### src/rtl/bank_req_sched_pkg.sv
package bank_req_sched_pkg;
  // Strobes from a bank's control logic to its queue datapath.
  typedef struct packed {
    logic takeReplay;
    logic takeStall;
  } schedStrobes_t;
endpackage

### src/rtl/sched_addr_split.sv
module sched_addr_split #(
  parameter int ADDR_W    = 12,
  parameter int WORD_BITS = 2,
  parameter int BANK_BITS = 1,
  parameter int SET_BITS  = 2,
  localparam int TAG_BITS = ADDR_W - WORD_BITS - BANK_BITS - SET_BITS,
  localparam int WORD_W   = (WORD_BITS > 0) ? WORD_BITS : 1,
  localparam int BANK_W   = (BANK_BITS > 0) ? BANK_BITS : 1,
  localparam int SET_W    = (SET_BITS > 0) ? SET_BITS : 1,
  localparam int TAG_W    = (TAG_BITS > 0) ? TAG_BITS : 1
) (
  input  logic [ADDR_W-1:0] addr,
  output logic [WORD_W-1:0] word,
  output logic [BANK_W-1:0] bank,
  output logic [SET_W-1:0]  set,
  output logic [TAG_W-1:0]  tag
);
  // Fields sit from bit 0 upward: word, bank, set, tag; an empty one reads 0.
  if (WORD_BITS > 0) begin : g_word
    assign word = addr[WORD_BITS-1:0];
  end else begin : g_noWord
    assign word = '0;
  end
  if (BANK_BITS > 0) begin : g_bank
    assign bank = addr[WORD_BITS +: BANK_BITS];
  end else begin : g_noBank
    assign bank = '0;
  end
  if (SET_BITS > 0) begin : g_set
    assign set = addr[WORD_BITS + BANK_BITS +: SET_BITS];
  end else begin : g_noSet
    assign set = '0;
  end
  if (TAG_BITS > 0) begin : g_tag
    assign tag = addr[ADDR_W-1 -: TAG_BITS];
  end else begin : g_noTag
    assign tag = '0;
  end
endmodule

### src/rtl/sched_stall_fifo.sv
module sched_stall_fifo #(
  parameter int DEPTH_BITS = 3,
  parameter int EW         = 16,
  parameter int NPUSH      = 4,
  localparam int DEPTH     = 1 << DEPTH_BITS,
  localparam int CNT_W     = DEPTH_BITS + 1,
  localparam int PC_W      = $clog2(NPUSH + 1)
) (
  input  logic                  clk,
  input  logic                  rst,
  input  logic [NPUSH-1:0]      pushMask,
  input  logic [NPUSH*EW-1:0]   pushData,
  input  logic                  pop,
  output logic                  headValid,
  output logic [EW-1:0]         headData,
  output logic [CNT_W-1:0]      freeCount
);
  logic [EW-1:0]         mem [DEPTH];
  logic [DEPTH_BITS-1:0] rdPtr, wrPtr;
  logic [CNT_W-1:0]      count;
  logic [DEPTH_BITS-1:0] wrIdx [NPUSH];
  logic [PC_W-1:0]       pushTotal;

  // Pushes are packed in ascending port order behind the current tail.
  always_comb begin
    pushTotal = '0;
    for (int i = 0; i < NPUSH; i++) begin
      wrIdx[i] = wrPtr + DEPTH_BITS'(pushTotal);
      if (pushMask[i]) pushTotal = pushTotal + 1'b1;
    end
  end

  always_ff @(posedge clk) begin
    if (rst) begin
      rdPtr <= '0;
      wrPtr <= '0;
      count <= '0;
    end else begin
      for (int i = 0; i < NPUSH; i++) begin
        if (pushMask[i]) mem[wrIdx[i]] <= pushData[i*EW +: EW];
      end
      rdPtr <= rdPtr + DEPTH_BITS'(pop);
      wrPtr <= wrPtr + DEPTH_BITS'(pushTotal);
      count <= count + CNT_W'(pushTotal) - CNT_W'(pop);
    end
  end

  assign headValid = (count != '0);
  assign headData  = mem[rdPtr];
  assign freeCount = CNT_W'(DEPTH) - count;

  // the readiness rule must keep the queue from overflowing.
  a_r9_no_overflow: assert property (@(posedge clk) disable iff (rst)
    ({1'b0, CNT_W'(pushTotal)} <= ({1'b0, freeCount} + (CNT_W+1)'(pop))));
  // the head is only taken when there is one.
  a_r4_pop_has_data: assert property (@(posedge clk) disable iff (rst)
    pop |-> (count != '0));
endmodule

### src/rtl/sched_bank_ctrl.sv
module sched_bank_ctrl
  import bank_req_sched_pkg::*;
#(
  parameter int NP      = 4,
  parameter int PPB     = 2,
  parameter int BANK_W  = 1,
  parameter int BANK_ID = 0,
  parameter int SET_W   = 2,
  parameter int TAG_W   = 7,
  parameter int WORD_W  = 2,
  parameter int SRC_W   = 2,
  parameter int TID_W   = 4,
  localparam int SRC_LO  = TID_W,
  localparam int WORD_LO = SRC_LO + SRC_W,
  localparam int TAG_LO  = WORD_LO + WORD_W,
  localparam int SET_LO  = TAG_LO + TAG_W,
  localparam int WR_BIT  = SET_LO + SET_W,
  localparam int EW      = WR_BIT + 1
) (
  input  logic [NP-1:0]         coreFire,
  input  logic [NP*BANK_W-1:0]  coreBank,
  input  logic [NP*EW-1:0]      portEntry,
  input  logic                  mshrFull,
  input  logic                  replayValid,
  input  logic                  replayWrite,
  input  logic [SET_W-1:0]      replaySet,
  input  logic [TAG_W-1:0]      replayTag,
  input  logic [PPB-1:0]        replaySlotValid,
  input  logic [PPB*SRC_W-1:0]  replaySlotSrc,
  input  logic [PPB*WORD_W-1:0] replaySlotWord,
  input  logic [PPB*TID_W-1:0]  replaySlotTid,
  input  logic                  headValid,
  input  logic [EW-1:0]         headData,
  output schedStrobes_t         strobes,
  output logic [NP-1:0]         pushMask,
  output logic                  nValid,
  output logic                  nReplay,
  output logic                  nWrite,
  output logic [SET_W-1:0]      nSet,
  output logic [TAG_W-1:0]      nTag,
  output logic [PPB-1:0]        nSlotValid,
  output logic [PPB*SRC_W-1:0]  nSlotSrc,
  output logic [PPB*WORD_W-1:0] nSlotWord,
  output logic [PPB*TID_W-1:0]  nSlotTid
);
  logic [EW-1:0] ent;
  int            slot;
  logic          clash;

  always_comb begin
    strobes    = '0;
    pushMask   = '0;
    nValid     = 1'b0;
    nReplay    = 1'b0;
    nWrite     = 1'b0;
    nSet       = '0;
    nTag       = '0;
    nSlotValid = '0;
    nSlotSrc   = '0;
    nSlotWord  = '0;
    nSlotTid   = '0;
    ent        = '0;
    slot       = 0;
    clash      = 1'b0;
    // Source ranking: replay, then stall head (MSHR has room), then core.
    if (replayValid) begin
      strobes.takeReplay = 1'b1;
      nValid     = 1'b1;
      nReplay    = 1'b1;
      nWrite     = replayWrite;
      nSet       = replaySet;
      nTag       = replayTag;
      nSlotValid = replaySlotValid;
      nSlotSrc   = replaySlotSrc;
      nSlotWord  = replaySlotWord;
      nSlotTid   = replaySlotTid;
    end else if (headValid && !mshrFull) begin
      strobes.takeStall = 1'b1;
      nValid = 1'b1;
      nWrite = headData[WR_BIT];
      nSet   = headData[SET_LO +: SET_W];
      nTag   = headData[TAG_LO +: TAG_W];
      slot   = int'(headData[SRC_LO +: SRC_W]) % PPB;
      nSlotValid[slot]               = 1'b1;
      nSlotSrc[slot*SRC_W +: SRC_W]  = headData[SRC_LO +: SRC_W];
      nSlotWord[slot*WORD_W +: WORD_W] = headData[WORD_LO +: WORD_W];
      nSlotTid[slot*TID_W +: TID_W]  = headData[TID_W-1:0];
    end
    // Core inputs in ascending index order.
    for (int i = 0; i < NP; i++) begin
      if (coreFire[i] && (coreBank[i*BANK_W +: BANK_W] == BANK_W'(BANK_ID))) begin
        ent   = portEntry[i*EW +: EW];
        slot  = i % PPB;
        clash = mshrFull || (nValid && (nReplay || (nWrite != ent[WR_BIT]) ||
                (nSet != ent[SET_LO +: SET_W]) || (nTag != ent[TAG_LO +: TAG_W]) ||
                nSlotValid[slot]));
        if (clash) begin
          pushMask[i] = 1'b1;
        end else begin
          if (!nValid) begin
            nValid = 1'b1;
            nWrite = ent[WR_BIT];
            nSet   = ent[SET_LO +: SET_W];
            nTag   = ent[TAG_LO +: TAG_W];
          end
          nSlotValid[slot]                 = 1'b1;
          nSlotSrc[slot*SRC_W +: SRC_W]    = ent[SRC_LO +: SRC_W];
          nSlotWord[slot*WORD_W +: WORD_W] = ent[WORD_LO +: WORD_W];
          nSlotTid[slot*TID_W +: TID_W]    = ent[TID_W-1:0];
        end
      end
    end
  end
endmodule

### src/rtl/bank_req_sched.sv
module bank_req_sched
  import bank_req_sched_pkg::*;
#(
  parameter int NUM_PORTS      = 4,
  parameter int BANK_BITS      = 1,
  parameter int PORTS_PER_BANK = 2,
  parameter int ADDR_W         = 12,
  parameter int WORD_BITS      = 2,
  parameter int SET_BITS       = 2,
  parameter int TID_W          = 4,
  parameter int STALL_BITS     = 3,
  localparam int NUM_BANKS = 1 << BANK_BITS,
  localparam int TAG_BITS  = ADDR_W - WORD_BITS - BANK_BITS - SET_BITS,
  localparam int WORD_W    = (WORD_BITS > 0) ? WORD_BITS : 1,
  localparam int BANK_W    = (BANK_BITS > 0) ? BANK_BITS : 1,
  localparam int SET_W     = (SET_BITS > 0) ? SET_BITS : 1,
  localparam int TAG_W     = (TAG_BITS > 0) ? TAG_BITS : 1,
  localparam int SRC_W     = (NUM_PORTS > 1) ? $clog2(NUM_PORTS) : 1,
  localparam int NB        = NUM_BANKS,
  localparam int PPB       = PORTS_PER_BANK
) (
  input  logic                        clk,
  input  logic                        rst,
  input  logic [NUM_PORTS-1:0]        coreValid,
  output logic [NUM_PORTS-1:0]        coreReady,
  input  logic [NUM_PORTS-1:0]        coreWrite,
  input  logic [NUM_PORTS*ADDR_W-1:0] coreAddr,
  input  logic [NUM_PORTS*TID_W-1:0]  coreTid,
  input  logic [NB-1:0]               mshrFull,
  input  logic [NB-1:0]               replayValid,
  output logic [NB-1:0]               replayTake,
  input  logic [NB-1:0]               replayWrite,
  input  logic [NB*SET_W-1:0]         replaySet,
  input  logic [NB*TAG_W-1:0]         replayTag,
  input  logic [NB*PPB-1:0]           replaySlotValid,
  input  logic [NB*PPB*SRC_W-1:0]     replaySlotSrc,
  input  logic [NB*PPB*WORD_W-1:0]    replaySlotWord,
  input  logic [NB*PPB*TID_W-1:0]     replaySlotTid,
  output logic [NB-1:0]               actValid,
  output logic [NB-1:0]               actReplay,
  output logic [NB-1:0]               actWrite,
  output logic [NB*SET_W-1:0]         actSet,
  output logic [NB*TAG_W-1:0]         actTag,
  output logic [NB*PPB-1:0]           actSlotValid,
  output logic [NB*PPB*SRC_W-1:0]     actSlotSrc,
  output logic [NB*PPB*WORD_W-1:0]    actSlotWord,
  output logic [NB*PPB*TID_W-1:0]     actSlotTid
);
  localparam int EW    = 1 + SET_W + TAG_W + WORD_W + SRC_W + TID_W;
  localparam int CNT_W = STALL_BITS + 1;

  logic [WORD_W-1:0] portWord [NUM_PORTS];
  logic [BANK_W-1:0] portBank [NUM_PORTS];
  logic [SET_W-1:0]  portSet  [NUM_PORTS];
  logic [TAG_W-1:0]  portTag  [NUM_PORTS];
  logic [NUM_PORTS*EW-1:0]     portEntry;
  logic [NUM_PORTS*BANK_W-1:0] portBankFlat;
  logic [NUM_PORTS-1:0]        coreFire;

  // Per-bank control outputs and datapath state.
  schedStrobes_t         strb     [NB];
  logic [NUM_PORTS-1:0]  pushMask [NB];
  logic [NUM_PORTS-1:0]  fireHere [NB];
  logic                  headValid[NB];
  logic [EW-1:0]         headData [NB];
  logic [CNT_W-1:0]      freeCnt  [NB];
  logic                  nValid[NB], nReplay[NB], nWrite[NB];
  logic [SET_W-1:0]      nSet [NB];
  logic [TAG_W-1:0]      nTag [NB];
  logic [PPB-1:0]        nSv  [NB];
  logic [PPB*SRC_W-1:0]  nSrc [NB];
  logic [PPB*WORD_W-1:0] nWord[NB];
  logic [PPB*TID_W-1:0]  nTid [NB];
  logic                  validQ[NB], replayQ[NB], writeQ[NB];
  logic [SET_W-1:0]      setQ [NB];
  logic [TAG_W-1:0]      tagQ [NB];
  logic [PPB-1:0]        svQ  [NB];
  logic [PPB*SRC_W-1:0]  srcQ [NB];
  logic [PPB*WORD_W-1:0] wordQ[NB];
  logic [PPB*TID_W-1:0]  tidQ [NB];

  for (genvar p = 0; p < NUM_PORTS; p++) begin : g_port
    sched_addr_split #(
      .ADDR_W(ADDR_W), .WORD_BITS(WORD_BITS), .BANK_BITS(BANK_BITS), .SET_BITS(SET_BITS)
    ) u_split (
      .addr(coreAddr[p*ADDR_W +: ADDR_W]),
      .word(portWord[p]), .bank(portBank[p]), .set(portSet[p]), .tag(portTag[p])
    );
  end

  // Entry layout, LSB first: tid, src, word, tag, set, write.
  always_comb begin
    for (int p = 0; p < NUM_PORTS; p++) begin
      portEntry[p*EW +: EW] = {coreWrite[p], portSet[p], portTag[p], portWord[p],
                               SRC_W'(p), coreTid[p*TID_W +: TID_W]};
      portBankFlat[p*BANK_W +: BANK_W] = portBank[p];
      coreReady[p] = (freeCnt[portBank[p]] >= CNT_W'(NUM_PORTS));
    end
  end
  assign coreFire = coreValid & coreReady;

  for (genvar b = 0; b < NB; b++) begin : g_bank
    sched_bank_ctrl #(
      .NP(NUM_PORTS), .PPB(PPB), .BANK_W(BANK_W), .BANK_ID(b), .SET_W(SET_W),
      .TAG_W(TAG_W), .WORD_W(WORD_W), .SRC_W(SRC_W), .TID_W(TID_W)
    ) u_ctrl (
      .coreFire(coreFire), .coreBank(portBankFlat), .portEntry(portEntry),
      .mshrFull(mshrFull[b]), .replayValid(replayValid[b]), .replayWrite(replayWrite[b]),
      .replaySet(replaySet[b*SET_W +: SET_W]), .replayTag(replayTag[b*TAG_W +: TAG_W]),
      .replaySlotValid(replaySlotValid[b*PPB +: PPB]),
      .replaySlotSrc(replaySlotSrc[b*PPB*SRC_W +: PPB*SRC_W]),
      .replaySlotWord(replaySlotWord[b*PPB*WORD_W +: PPB*WORD_W]),
      .replaySlotTid(replaySlotTid[b*PPB*TID_W +: PPB*TID_W]),
      .headValid(headValid[b]), .headData(headData[b]),
      .strobes(strb[b]), .pushMask(pushMask[b]),
      .nValid(nValid[b]), .nReplay(nReplay[b]), .nWrite(nWrite[b]), .nSet(nSet[b]),
      .nTag(nTag[b]), .nSlotValid(nSv[b]), .nSlotSrc(nSrc[b]), .nSlotWord(nWord[b]),
      .nSlotTid(nTid[b])
    );

    sched_stall_fifo #(.DEPTH_BITS(STALL_BITS), .EW(EW), .NPUSH(NUM_PORTS)) u_stall (
      .clk(clk), .rst(rst), .pushMask(pushMask[b]), .pushData(portEntry),
      .pop(strb[b].takeStall), .headValid(headValid[b]), .headData(headData[b]),
      .freeCount(freeCnt[b])
    );

    always_ff @(posedge clk) begin
      if (rst) validQ[b] <= 1'b0;
      else     validQ[b] <= nValid[b];
      replayQ[b] <= nReplay[b];
      writeQ[b]  <= nWrite[b];
      setQ[b]    <= nSet[b];
      tagQ[b]    <= nTag[b];
      svQ[b]     <= nSv[b];
      srcQ[b]    <= nSrc[b];
      wordQ[b]   <= nWord[b];
      tidQ[b]    <= nTid[b];
    end

    always_comb begin
      for (int p = 0; p < NUM_PORTS; p++)
        fireHere[b][p] = coreFire[p] && (portBank[p] == BANK_W'(b));
    end

    // an offered replay is the next active request.
    a_r3_replay_first: assert property (@(posedge clk) disable iff (rst)
      replayValid[b] |=> (validQ[b] && replayQ[b]));
    // nothing merges into a replay; every accepted request is queued.
    a_r5_replay_blocks_merge: assert property (@(posedge clk) disable iff (rst)
      replayValid[b] |-> (pushMask[b] == fireHere[b]));
    // a full MSHR keeps the stall head in place.
    a_r4_full_holds_stall: assert property (@(posedge clk) disable iff (rst)
      mshrFull[b] |-> !strb[b].takeStall);
    // while the MSHR is full, no core request reaches the active slots.
    a_r5_full_queues_all: assert property (@(posedge clk) disable iff (rst)
      (mshrFull[b] && !replayValid[b]) |=> !validQ[b]);
    // a non-replay active request always carries at least one slot.
    a_r7_active_has_slot: assert property (@(posedge clk) disable iff (rst)
      (validQ[b] && !replayQ[b]) |-> (svQ[b] != '0));
  end

  always_comb begin
    for (int b = 0; b < NB; b++) begin
      replayTake[b] = strb[b].takeReplay;
      actValid[b]   = validQ[b];
      actReplay[b]  = replayQ[b];
      actWrite[b]   = writeQ[b];
      actSet[b*SET_W +: SET_W] = setQ[b];
      actTag[b*TAG_W +: TAG_W] = tagQ[b];
      actSlotValid[b*PPB +: PPB]               = svQ[b];
      actSlotSrc[b*PPB*SRC_W +: PPB*SRC_W]     = srcQ[b];
      actSlotWord[b*PPB*WORD_W +: PPB*WORD_W]  = wordQ[b];
      actSlotTid[b*PPB*TID_W +: PPB*TID_W]     = tidQ[b];
    end
  end
endmodule

### config.mk
export PLATFORM = sky130hd
export DESIGN_NAME = bank_req_sched
export DESIGN_NICKNAME = d
export VERILOG_FILES = /design/src/rtl/bank_req_sched_pkg.sv /design/src/rtl/sched_addr_split.sv /design/src/rtl/sched_stall_fifo.sv /design/src/rtl/sched_bank_ctrl.sv /design/src/rtl/bank_req_sched.sv
export SDC_FILE = /design/constraint.sdc
export NUM_CORES = 1
export LEC_CHECK = 0
export BUFFER_PORTS_ARGS = -buffer_cell sky130_fd_sc_hd__buf_4
export CORE_ASPECT_RATIO = 0.7
export CORE_UTILIZATION = 34
export CTS_CLUSTER_SIZE = 20
export DETAILED_ROUTE_END_ITERATION = 7
export HOLD_SLACK_MARGIN = 0.06
export SETUP_SLACK_MARGIN = 0.4
export SLEW_MARGIN = 20
export SYNTH_ARGS = -nofsm -noshare
export SYNTH_HDL_FRONTEND = slang
export SYNTH_SLANG_ARGS = --single-unit
### constraint.sdc
create_clock -name clk -period 7.6 [get_ports clk]
set_input_delay 1.52 -clock clk [delete_from_list [all_inputs] [get_ports clk]]
set_output_delay 1.52 -clock clk [all_outputs]
set_load 0.05 [all_outputs]
==> reports/qor.yml <==
sta:
  min_period_ns: 6.96
  hold_violations: 0
  fin_setup_tns_ns: 0
  finalMaxSlewViolations: 0
  relSlewSlack: 0.192
  min_period_over_period: 0.916
  fin_skew_ns: 0.0195
  tightest_slew_ns: 1.21
  setup_viol: 0
  fin_ws_ns: 0.640
  timing.fmax_mhz: 144
  rsz0062_at_grt: "no"
synthesis:
  synthArstFlopShare: 0
  syn-cell-area_mm2: 0.0281
  synth_cell_type_count: 113
  synth_nets: 2690
  ys_seq_area_frac: 0.353
  yosys_warnings: 0
  synth.avg_cell_area_um2: 11.2
  synth_area_leaders: "edfxtp_1 (27%), mux2_2 (22%), mux2i_1 (11%), dfxtp_1 (8.0%), mux4_2 (2.6%)"
  synth_edf_count: 256
  yosys.area.top_type: "edfxtp_1"
  synthCells: 2516
  ys_seq_elements: 368
  synthFlopType: "edfxtp_1"
  synth.top_cell.area_share: 0.273
setup_path:
  crit_slowest_cell: "dfxtp_2"
  max_stage_delay_ns: 0.65
  critPathRequiredTime_ns: 7.88
  crit_top_cell: "buf_4"
  crit_path_start_kind: "register"
  critPathCaptureType: "register"
  critPathMaxFanout: 14
  crit_type: "reg2reg"
  crit_arrival_ns: 7.24
  cp.buffers_inverters: 5
  cp_cell_sequence: "buf_4 -> mux4_2 -> or2_1 -> a32oi_1 -> a2111oi_0 -> a32oi_1 -> nand2_1 -> inv_1 -> ha_1 -> nor2_1 -> a21oi_1 -> inv_1 -> fa_1 -> xnor2_1 -> xnor2_2 -> nand3b_1 -> buf_4 -> nand3_1 -> buf_4"
  crit_family: "compound AO/OA/AOI/OAI gates"
place:
  hpwl_um: 79300
  dp_slack_ns: 0.124
  port_buffers: 199
  place_congestion: 0.954
floorplanning:
  core_area_mm2: 0.0812
  initial_core_util: 0.346
  row_count: 87
  ios: 200
  dieHeight_um: 243
  dieWidth_um: 346
  die_area_mm2: 0.0839
power_and_ir_drop:
  p_leak_nw: 12.7
  ir_drop_uv: 147
  pwr_density_cell_mw_per_mm2: 251
final_layout:
  drive_gt1_frac: 0.397
  final_nets: 2810
  diodes: 0
  fillers: 7735
  multiInputGateArea_mm2: 0.0168
  final_common_cell: "mux2_2"
  layout_common_cells: "mux2_2 (548), buf_4 (320), mux2i_1 (307)"
  regArea_mm2: 0.00993
  syn_to_final_growth_pct: 14.6
worst_hold_path:
  min_path_type: "reg2reg"
grt:
  grt_pass1_wl_um: 166000
  antenna_found_initial: 7
  grt_max_degree: 40
  overflow: 0
  first_global_vias: 22700
  track_usage: 0.268
status:
  status: "finished clean"
cts:
  htree_levels: 2
  cts.sinks: 368
  cts_buffer_depth: 3
  cts_setup_buffers: 0
  cts_hold_buf: 0
  insertion_delay_ns: 0.61
  cts_tree: "done"
  clockRootBuffer: "clkbuf_16"
  cts_made_buffers: 44
  post_cts_resized: 0
  clkTransAtPathRegs_ns: 0.06
routing:
  route.detailed.vias_per_inst: 6.28
  firstDrtPassIters: 8
  route.vias.total: 23500
  ant_nets: 0
  drtIter0Drc: 3230
  drc: 0
  wirelength_um: 116000
  wire_per_inst_um: 31.0
run:
  drv_cap: 0
==> flip-flops by register name, summed over array words and instances (netlist names), 4 cells and up <==
register              flops
g_bank.u_stall.mem      288
g_bank.u_stall.rdPtr      6
wordQ                     8
svQ                       4
g_bank.u_stall.wrPtr      6
setQ                      4
tagQ                     14
g_bank.u_stall.count      8
srcQ                      8
tidQ                     16
==> power breakdown <==
group / internal [mW] / switching, mW / total (mW)
Combinational: 1.21 / 1.99 / 3.20
Clock: 1.18 / 0.936 / 2.12
Sequential: 2.56 / 0.202 / 2.76
==> stage by stage <==
| step | instance area, um^2 | hold slack, ns | total power, mW | cells | utilization |
|---|---|---|---|---|---|
| floorplan | 28100 | 0.430 | 4.83 | 2516 | - |
| CTS | 32200 | 0.465 | 8.02 | 3739 | 0.397 |
| global placement | 30800 | 0.444 | 5.82 | 3656 | 0.379 |
| global route | 32200 | 0.478 | 8.37 | 3739 | 0.397 |
| detailed placement | 30800 | 0.453 | 5.90 | 3658 | 0.380 |
| finish | 32200 | 0.466 | 8.07 | 3739 | 0.397 |
==> path summary, 6_finish.rpt <==
kind	start	to	slack (ns)	cells past startpoint
hold reg to reg	g_bank[0].u_stall.mem[1][5]$_SDFFE_PP1P_	g_bank[0].u_stall.mem[1][5]$_SDFFE_PP1P_	0.47	1
setup reg to reg	g_bank[0].u_stall.rdPtr[0]$_SDFF_PP0_	g_bank[0].u_stall.mem[7][8]$_DFFE_PP_	0.64	19
setup / recovery	g_bank[0].u_stall.rdPtr[0]$_SDFF_PP0_	g_bank[0].u_stall.mem[7][8]$_DFFE_PP_	0.64	19
hold / removal	g_bank[0].u_stall.mem[1][5]$_SDFFE_PP1P_	g_bank[0].u_stall.mem[1][5]$_SDFFE_PP1P_	0.47	1
==> cell usage after synthesis (10+ instances only) <==
library cell  count
o21ai_0          56
and2_1           14
nor4_1           16
inv_1            59
edfxtp_1        256
a31oi_1          17
dfxtp_1         112
a221o_1          23
or4_1            13
buf_6            16
buf_1            18
nand3_1          53
a21oi_1          41
nand4_1          22
nor2_1           60
a211o_1          10
mux2i_1         307
mux4_2           33
a21o_1           20
a32oi_1          12
mux2_2          548
nand2_1         134
clkbuf_1        135
nor2b_1          27
o211ai_1         12
mux2_1           11
o21a_1           11
buf_4            23
xor2_1           22
a22oi_1          36
and3_1           25
nor3_1           23
a21boi_0         15
or3_1            11
mux2_4           10
ha_1             32
xnor2_1          40
buf_2            57
==> logic make-up after synthesis <==
family	synth area share
simple gates	0.0940
buf+inv	0.0522
flops	0.353
mux	0.365
xor+xnor	0.0205
fa+ha+maj	0.0199
compound gates	0.0954
==> routing by layer <==
layer,vias up,share of wire,GRT usage
met2,1681,0.40,0.374
met3,197,0.13,0.0739
li1,9812,-,-
met1,11800,0.45,0.400
met4,2,0.025,0.0711
met5,-,0.00010,0
==> layout make-up <==
cell class,count,share of cell area
flip-flops and latches,368,0.308
repair buffers,324,0.0769
inverters,67,0.00780
well taps,1068,0.0415
multi-input cells,1831,0.522
clock inverters,18,0.00462
clock buffers,63,0.0386
Note: power is estimated with default switching activity, not from simulation.
